`src/rtl/setstate_seq.sv`:
```
module setstate_seq #(
  parameter int NST = 8,
  localparam int CW = $clog2(NST)
) (
  input  logic           clk,
  input  logic           clear,
  input  logic [NST-1:0] ext_req_n,
  input  logic           cmd,
  input  logic           ack,
  input  logic           cond,
  input  logic           done,
  output logic [NST-1:0] state_n,
  output logic [CW-1:0]  state_code,
  output logic           flag_a
);

  logic [CW-1:0]  cur, nxt;
  logic [NST-1:0] st, req, seq_req;
  logic           any_req;

  always_comb begin
    st = '0;
    for (int i = 0; i < NST; i++) st[i] = (cur == CW'(i));
  end

  always_comb begin
    seq_req    = '0;
    seq_req[1] = (st[0] & cmd) | st[4];
    seq_req[2] = st[1] & flag_a;
    seq_req[3] = st[1];
    seq_req[4] = st[3] & ack;
    seq_req[5] = st[2] & cond;
    seq_req[0] = st[5] & done;
  end

  assign req     = ~ext_req_n | seq_req;
  assign any_req = |req;

  always_comb begin
    nxt = cur;
    for (int i = NST - 1; i >= 0; i--)
      if (req[i]) nxt = CW'(i);
  end

  always_ff @(posedge clk) begin
    if (clear)        cur <= '0;
    else if (any_req) cur <= nxt;
  end

  always_ff @(posedge clk) begin
    if (clear)      flag_a <= 1'b0;
    else if (st[4]) flag_a <= 1'b1;
    else if (st[5]) flag_a <= 1'b0;
  end

  assign state_n    = ~st;
  assign state_code = cur;


  onehot_out_chk: assert property (@(posedge clk) disable iff (clear)
    $countones(~state_n) == 1);


  zero_wins_chk: assert property (@(posedge clk) disable iff (clear)
    !ext_req_n[0] |=> state_code == '0);


  hold_chk: assert property (@(posedge clk) disable iff (clear)
    (!any_req && !st[4] && !st[5]) |=> ($stable(state_code) && $stable(flag_a)));


  default_branch_chk: assert property (@(posedge clk) disable iff (clear)
    (cur == CW'(1) && !flag_a && (&ext_req_n[2:0])) |=> state_code == CW'(3));


  return_chk: assert property (@(posedge clk) disable iff (clear)
    (cur == CW'(4) && ext_req_n[0]) |=> (state_code == CW'(1) && flag_a));


  flag_clr_chk: assert property (@(posedge clk) disable iff (clear)
    st[5] |=> !flag_a);

endmodule

```
`config.mk`:
```
export PLATFORM = sky130hd
export DESIGN_NAME = setstate_seq
export DESIGN_NICKNAME = d
export VERILOG_FILES = /design/src/rtl/setstate_seq.sv
export SDC_FILE = /design/constraint.sdc
export NUM_CORES = 1
export LEC_CHECK = 0
export ABC_AREA = 1
export CORE_MARGIN = 3
export CORE_UTILIZATION = 30
export DETAILED_ROUTE_END_ITERATION = 10
export PLACE_DENSITY = 0.75
export SETUP_SLACK_MARGIN = 0.3
export SKIP_CTS_REPAIR_TIMING = 1
export SYNTH_ARGS = -nofsm -noshare
export SYNTH_HDL_FRONTEND = slang
export SYNTH_SLANG_ARGS = --single-unit
```
`constraint.sdc`:
```
create_clock -name clk -period 1.5 [get_ports clk]
set_input_delay 0.3 -clock clk [delete_from_list [all_inputs] [get_ports clk]]
set_output_delay 0.3 -clock clk [all_outputs]
set_load 0.01 [all_outputs]
```
## Yosys cells after proc, flatten, opt, wreduce, memory -nomap -nowiden

Index checks and enable logic that the tools add are counted.

- Output and inout bits: 12
- Register bits: 4
- Word-level logic and storage cells: 33
- Input bits: 14

- Reduce and logical (&&, ||, !) cells: 5
- Muxes and demuxes: 10
- Bitwise gates (word level): 9
- Eq/ne operators: 7

Operators by type and width:

| operator | number |
|---|---|
| 2-to-1 mux 3 bit | 8 |
| NOT 8 bit | 2 |
| equality test 3 bit, second input constant | 4 |
| OR 8 x 6 -> 8 bit | 1 |
| nonzero test 8 bit | 1 |
| OR reduction 8 bit | 1 |
| equality test 3 x 2 -> 1 bit, second input constant | 2 |
| AND 1 bit | 5 |
| equality test 3 x 1 -> 1 bit, second input constant | 1 |
| logical NOT 3 bit | 1 |
| 2-to-1 mux 1 bit | 2 |
| AND reduction 2 bit | 1 |
| nonzero test 2 bit | 1 |
| OR 1 bit | 1 |

## Longest topological paths before layout

Gate-level depths: netlist (run 1).

- Depth after elaboration: 12
- Depth in mapped cells: 10
- Depth with buffers taken out: 10

## Worst setup path before layout (run 1)

Ideal clock, no wire load.

- Path type: reg-to-reg
- From: register cur[2], in the netlist state_code[2]
- To: register cur[0], in the netlist state_code[0]
- Setup time: 0.110 ns
- Data required time: 1.390 ns
- Slack: 0.265 ns
- Arrival: 1.125 ns
- Stages on the path, launching flop included: 10
- Period minus slack after synthesis: 1.235 ns
- Buffers on the path: 0
- Path through: dfxtp_1 > inv_2 > nand3_2 > nand2_2 > clkinv_2 > nand2_4 > nor2_4 > nand3_1 > nand2_1 > nor2_1

- Cells in the longest elaborated chain, start to end: 9
- Elaborated cells between the ends (all ways): 22
- Those cells by class: eq/ne (5); mux (6); bitwise (7); reduce/logical (4)

Ends and longest elaborated chain:

| what | RTL line | RTL |
|---|---|---|
| start: declaration | 17 | `logic [CW-1:0] cur, nxt;` |
| start signal: assignment | 47 | `else if (any_req) cur <= nxt;` |
| equality test 3 x 2 -> 1 bit | 23 | `for (int i = 0; i < NST; i++) st[i] = (cur == CW'(i));` |
| AND 1 bit | 32 | `seq_req[5] = st[2] & cond;` |
| OR 8 x 6 -> 8 bit * | 36 | `assign req = ~ext_req_n \| seq_req;` |
| 2-to-1 mux 3 bit (6 in a row) | 42 | `if (req[i]) nxt = CW'(i);` |

Mark *: on every way between the ends. The rest lies on a longest branch, timed or not.
A chain may end at the register's enable or synchronous reset.

## Final worst setup path (run 1)

- From: register cur[2], in the netlist state_code[2]
- To: output port state_n[2]

- Cells in the longest elaborated chain, start to end: 2

Ends and longest elaborated chain:

| what | RTL line | RTL |
|---|---|---|
| equality test 3 x 2 -> 1 bit | 23 |  |
| NOT 8 bit | 56 | `assign state_n = ~st;` |
| end: declaration | 12 | `output logic [NST-1:0] state_n,` |

No other way between the ends.

==> summary.md, run 1 <==
| Metric | Value |
|---|---|
| Number of synthesized flops with an enable pin | `0` |
| Hold Fails Final Rpt | `0` |
| Status | `complete, no violations` |
| DP Area | `677 um^2` |
| Xor/xnor share of the synthesized area | `0%` |
| Dpl cells | `102` |
| Worst hold path class | `reg -> reg` |
| Most numerous cell in the Yosys netlist | `nand2_1` |
| Mux contribution to synthesized area | `0%` |
| Max cap viols | `0` |
| Part of the Yosys area used for sequential elements | `19.6%` |
| Die Height | `42.9 um` |
| Finished Cell Area | `772 um^2` |
| Post-Synth Adder-Cell Area | `0%` |
| Crit path time final | `1340 ps` |
| Final period utilization | `89.1%` |
| Tot GR Track Use | `13.1%` |
| Peak Freq | `748 MHz` |
| Layout area overhead | `89.3%` |
| PortBufs | `25` |
| Vias/cell | `4.76` |
| Power per cell area | `499 nW/um^2` |
| Worst-path maximum fanout | `5` |
| Synth Instances | `62` |
| Flops & latches, synth | `4` |
| Die area | `1840 um^2` |
| Total clock sinks | `4` |
| Placer Congestion | `0.799` |
| Drt drc | `0` |
| Grt total ovfl | `0` |
| Drt wl/cell | `12.4 um` |
| Synth top cells by count | `nand2_1 (15), nand3_1 (9), inv_1 (7)` |
| CTS Root Cell | `clkbuf_4` |
| Clk_skew | `9.14 ps` |
| Worst-path clk slew | `40 ps` |
| Synth cell types | `21` |
| CTS H-tree lvls | `1` |
| First-pass GRT wire length | `1810 um` |
| Filler cells | `114` |
| Crit path launch type | `flip-flop` |
| Diodes inserted | `0` |
| Final nets | `111` |
| Dominant cell type by area after synthesis | `dfxtp_1` |
| Drt initial violations | `9` |
| Row cnt | `12` |
| Slew @ Worst Pin | `191 ps` |
| Avg Cell Area, Syn | `6.58 um^2` |
| DRT antenna net count | `0` |
| Worst-Skew Late Latency | `250 ps` |
| CTS tree | `yes` |
| P_leak | `0.429 nW` |
| WP data required | `1200 ps` |
| Die Wd | `42.9 um` |
| Final Setup Violations | `0` |
| Core ar. | `1190 um^2` |
| Worst setup EP type | `output port` |
| IO Count | `26` |
| Peak VDD IR | `0.000566 V` |
| Vias in the first global route | `421` |
| Max-slew violation count | `0` |
| Largest family of logic cells by synthesized area | `simple AND/OR/NAND/NOR gates` |
| Routed via count | `519` |
| Post-synth ARST share | `0%` |
| Starting Density | `34.4%` |
| Compound-Gate Fraction of Synth Area | `3.37%` |
| Post-synthesis simple-gate area fraction | `58.6%` |
| RSZ-0062 raised after global routing | `true` |
| Final HPWL DP | `876 um` |
| Antenna violations before repair | `0` |
| Clock buffer depth | `2` |
| Synth top area cells | `dfxtp_1 (20%), nand2_1 (14%), nand3_1 (11%)` |
| Synth warn | `0` |
| Worst Path Arrival | `1040 ps` |
| Number of CTS-inserted buffers | `3` |
| Final WL | `1350 um` |
| Drt first pass iters | `2` |
| Post-synth top flop | `dfxtp_1` |
| Rel. slew slack | `87.1%` |
| Largest net degree at the start of global routing | `10` |
| Fin cells | `109` |
| Syn_nets | `76` |
| Layout cell share with drive strength beyond 1 | `41.1%` |
| Mapped Area | `408 um^2` |
| Yosys top cell area share | `19.6%` |
| CP Class | `reg -> out` |
cell families after synthesis:
group,Yosys count
compound gates,2
buf+inv,15
flops,4
simple gates,41
stage by stage:
stage / hold slack (ps) / setup slack (ps) / utilization [%] / setup TNS (ps) / total power, W
CTS: 512 / -296 / 59.0 / -2140 / 0.000374
detailed placement: 506 / -35.5 / 57.1 / -36.9 / 0.000239
finish: 534 / 163 / 65.1 / 0 / 0.000385
global route: 559 / 127 / 65.1 / 0 / 0.000413
global placement: 506 / 9.56 / 57.1 / 0 / 0.000239
floorplan: 369 / 320 / - / 0 / 0.000178
placed cells by master (no fill, tap or decap), drive strengths merged, types with 2 or more instances in the layout:
master	instances
clkbuf	6
nand4	3
nor3	2
nor2	5
clkinv	2
inv	12
dfxtp	4
nand2	21
clkdlybuf4s50	12
nand3	10
buf	10
dlymetal6s2s	6
final cells by class:
cell class              count  area [um^2]  area share (%)
multi-input cells          43          275            35.7
well taps                  14         17.5            2.27
repair inverters            1         6.26           0.810
inverters                  13         60.1            7.78
flip-flops and latches      4         91.3            11.8
repair buffers             31          299            38.7
clock buffers               3         22.5            2.92
layer usage:
layer	vias to the layer above	share of wire, %	global-route usage [%]
li1	262	-	-
met1	228	38	15.0
met2	25	50	21.9
met3	4	9.3	5.51
met4	0	2.6	3.73
met5	-	0	0
worst max-delay path, cell delays in order, from the launching register on:
cell and delay (ps):
dfxtp_4 350, buf_6 140, inv_8 60, nand3_1 70, dlymetal6s2s_1 180
path summary, 6_finish.rpt:
kind / end / cells after the start / start / slack [ps]
worst min register to register: flag_a$_SDFFE_PP0P_ / 2 / flag_a$_SDFFE_PP0P_ / 530
worst min-delay path: flag_a$_SDFFE_PP0P_ / 2 / flag_a$_SDFFE_PP0P_ / 530
worst max register to register: state_code[2]$_SDFFE_PP0P_ / 7 / state_code[0]$_SDFFE_PP0P_ / 270
worst max-delay path: state_n[2] / 4 / state_code[2]$_SDFFE_PP0P_ / 160
registers in the layout, summed over array words and instances, names as in the netlist:
name and cells:
state_code 3, flag_a 1
power by group:
part	leakage (nW)	switching, W	internal, W	total [W]
logic	0.380	0.0000569	0.0000694	0.000126
registers	0.0347	0.00000910	0.000107	0.000116
clock network	0.0138	0.0000526	0.0000900	0.000143
Power figures use the tool's default switching activity.
==> inputs of run 2 (changes only) <==
--- a/config.mk
+++ b/config.mk
@@ -8,2 +8,3 @@
 export ABC_AREA = 1
+export ABC_CLOCK_PERIOD_IN_PS = 1500
 export CORE_MARGIN = 3
--- a/constraint.sdc
+++ b/constraint.sdc
@@ -3,2 +3,2 @@
 set_output_delay 0.3 -clock clk [all_outputs]
-set_load 0.01 [all_outputs]
+set_load 0.05 [all_outputs]
==> summary.md, run 2 (same netlist as run 1, synthesis figures left out) <==
| Metric | Value |
|---|---|
| Max reg flops | `3 (unchanged)` |
| Worst hold path class | `reg -> reg (unchanged)` |
| P_leak | `0.399 nW (was 0.429 nW)` |
| Commonest non-fill, non-tap cells in the layout | `nand2_1 (14), clkdlybuf4s50_1 (13), buf_12 (12) (was nand2_1 (15), clkdlybuf4s50_1 (12), nand3_1 (7), inv_1 (7), dlymetal6s2s_1 (6))` |
| Final HPWL DP | `1010 um (was 876 um)` |
| Core ar. | `1190 um^2 (unchanged)` |
| Final period utilization | `89.0% (was 89.1%)` |
| Row cnt | `12 (unchanged)` |
| Slew @ Worst Pin | `195 ps (was 191 ps)` |
| WP data required | `1200 ps (about the same)` |
| Clock buffer depth | `2 (unchanged)` |
| CTS Root Cell | `clkbuf_4 (unchanged)` |
| Finished Cell Area | `867 um^2 (was 772 um^2)` |
| RSZ-0062 raised after global routing | `true (unchanged)` |
| Total design power | `0.000440 W (was 0.000385 W)` |
| Final Setup Violations | `0 (unchanged)` |
| IO Count | `26 (unchanged)` |
| Internal power | `0.000294 W (was 0.000267 W)` |
| DRT antenna net count | `0 (unchanged)` |
| Drt drc | `0 (unchanged)` |
| Placer Congestion | `0.842 (was 0.799)` |
| Final nets | `105 (was 111)` |
| CP max stage delay | `400 ps (was 350 ps)` |
| Worst path cell trace | `buf_6 > nand3_4 > buf_12 (was buf_6 > inv_8 > nand3_1 > dlymetal6s2s_1)` |
| DP Area | `810 um^2 (was 677 um^2)` |
| Worst-path clk slew | `40 ps (about the same)` |
| Clock power frac | `33.1% (was 37.0%)` |
| Switching share of power | `33.1% (was 30.8%)` |
| Dpl cells | `99 (was 102)` |
| Final TNS setup | `0 ps (unchanged)` |
| Commonest non-fill, non-tap cell in the layout | `nand2_1 (unchanged)` |
| Drt wl/cell | `12.1 um (was 12.4 um)` |
| Vias in the first global route | `468 (was 421)` |
| Clk_skew | `0.658 ps (was 9.14 ps)` |
| Vias/cell | `4.59 (was 4.76)` |
| Logic gate share of total power | `39.9% (was 32.8%)` |
| Hold Fails Final Rpt | `0 (unchanged)` |
| Sequential power share | `27.0% (was 30.2%)` |
| CP Class | `reg -> out (unchanged)` |
| Psw | `0.000145 W (was 0.000119 W)` |
| Fin cells | `104 (was 109)` |
| Tot GR Track Use | `14.6% (was 13.1%)` |
| Die Height | `42.9 um (unchanged)` |
| Worst-Skew Late Latency | `230 ps (was 250 ps)` |
| Power per cell area | `507 nW/um^2 (was 499 nW/um^2)` |
| Total clock sinks | `4 (unchanged)` |
| Peak VDD IR | `0.000727 V (was 0.000566 V)` |
| Layout cell share with drive strength beyond 1 | `46.7% (was 41.1%)` |
| Largest net degree at the start of global routing | `11 (was 10)` |
| Grt total ovfl | `0 (unchanged)` |
| Die Wd | `42.9 um (unchanged)` |
| Max cap viols | `0 (unchanged)` |
| Worst Path Arrival | `1030 ps (was 1040 ps)` |
| Max-slew violation count | `0 (unchanged)` |
| Worst-path maximum fanout | `6 (was 5)` |
| First-pass GRT wire length | `1990 um (was 1810 um)` |
| CTS H-tree lvls | `1 (unchanged)` |
| Routed via count | `477 (was 519)` |
| Antenna violations before repair | `0 (unchanged)` |
| Die area | `1840 um^2 (unchanged)` |
| Final WL | `1260 um (was 1350 um)` |
| Final core occ | `73.1% (was 65.1%)` |
| Crit path time final | `1330 ps (was 1340 ps)` |
| Number of CTS-inserted buffers | `3 (unchanged)` |
| CTS tree | `yes (unchanged)` |
| Worst setup EP type | `output port (unchanged)` |
| Rel. slew slack | `87.0% (was 87.1%)` |
| CP max-delay cell | `dfxtp_4 (unchanged)` |
| Crit path launch type | `flip-flop (unchanged)` |
| Starting Density | `34.4% (unchanged)` |
| Diodes inserted | `0 (unchanged)` |
| Drt initial violations | `2 (was 9)` |
| Peak Freq | `749 MHz (was 748 MHz)` |
| PortBufs | `25 (unchanged)` |
| Layout area overhead | `113% (was 89.3%)` |
| Drt first pass iters | `3 (was 2)` |
| Status | `complete, no violations (unchanged)` |
-- run 2: cell types whose count changed in the layout (fill, tap and decap cells not counted), sizes merged --
cell | previous run | this run
dlymetal6s2s | 6 | 0
buf | 10 | 13
clkbuf | 6 | 4
clkdlybuf4s50 | 12 | 13
clkinv | 2 | 1
-- run 2: path summary, 6_finish.rpt --
check | cells after the start | endpoint | from | slack (ps)
max reg2reg | 9 | state_code[1]$_SDFFE_PP0P_ | state_code[0]$_SDFFE_PP0P_ | 260
min reg2reg | 2 | flag_a$_SDFFE_PP0P_ | flag_a$_SDFFE_PP0P_ | 540
max | 3 | state_n[1] | state_code[0]$_SDFFE_PP0P_ | 170
min | 2 | flag_a$_SDFFE_PP0P_ | flag_a$_SDFFE_PP0P_ | 540
-- run 2: stage by stage --
step           hold slack, ps  setup WS (ps)
6_report                  540            165
5_1_grt                   578            114
4_1_cts                   540           62.0
3_5_place_dp              535           15.0
3_3_place_gp              518           42.5
2_1_floorplan             369            179
-- run 2: metal layers --
layer | GRT usage [%] | share of wire (%) | up-vias | wire length (um)
met1 | 16.0 | 40 | 206 | 502
met4 | 3.73 | 0 | 0 | 0
met2 | 24.6 | 52 | 20 | 659
met3 | 7.20 | 7.8 | 0 | 98
li1 | - | - | 251 | -
met5 | 0 | 0 | - | 0
-- run 2: final cells by class --
| cell class | instances | area [um^2] |
|---|---|---|
| clock buffer | 4 | 26.3 |
| tap | 14 | 17.5 |
| inverter | 13 | 62.6 |
| sequential | 4 | 91.3 |
| multi-input combinational | 43 | 288 |
| timing repair buffer | 26 | 382 |
| fill | 82 | 319 |
-- run 2: worst max-delay path: cells and delay by family (launching register included) --
family / cells / cell delay (ps)
buffers and inverters: 2 / 310
flip-flops: 1 / 400
AND/OR/NAND/NOR: 1 / 90
-- run 2: power by group through the flow --
stage | Combinational (W) | Sequential [W] | Clock (W)
after floorplan | 0.0000837 | 0.000123 | 0
after global placement | 0.000164 | 0.000122 | 0
after detailed placement | 0.000167 | 0.000122 | 0
after CTS | 0.000167 | 0.000120 | 0.000152
after global routing | 0.000185 | 0.000120 | 0.000165
final | 0.000176 | 0.000119 | 0.000146
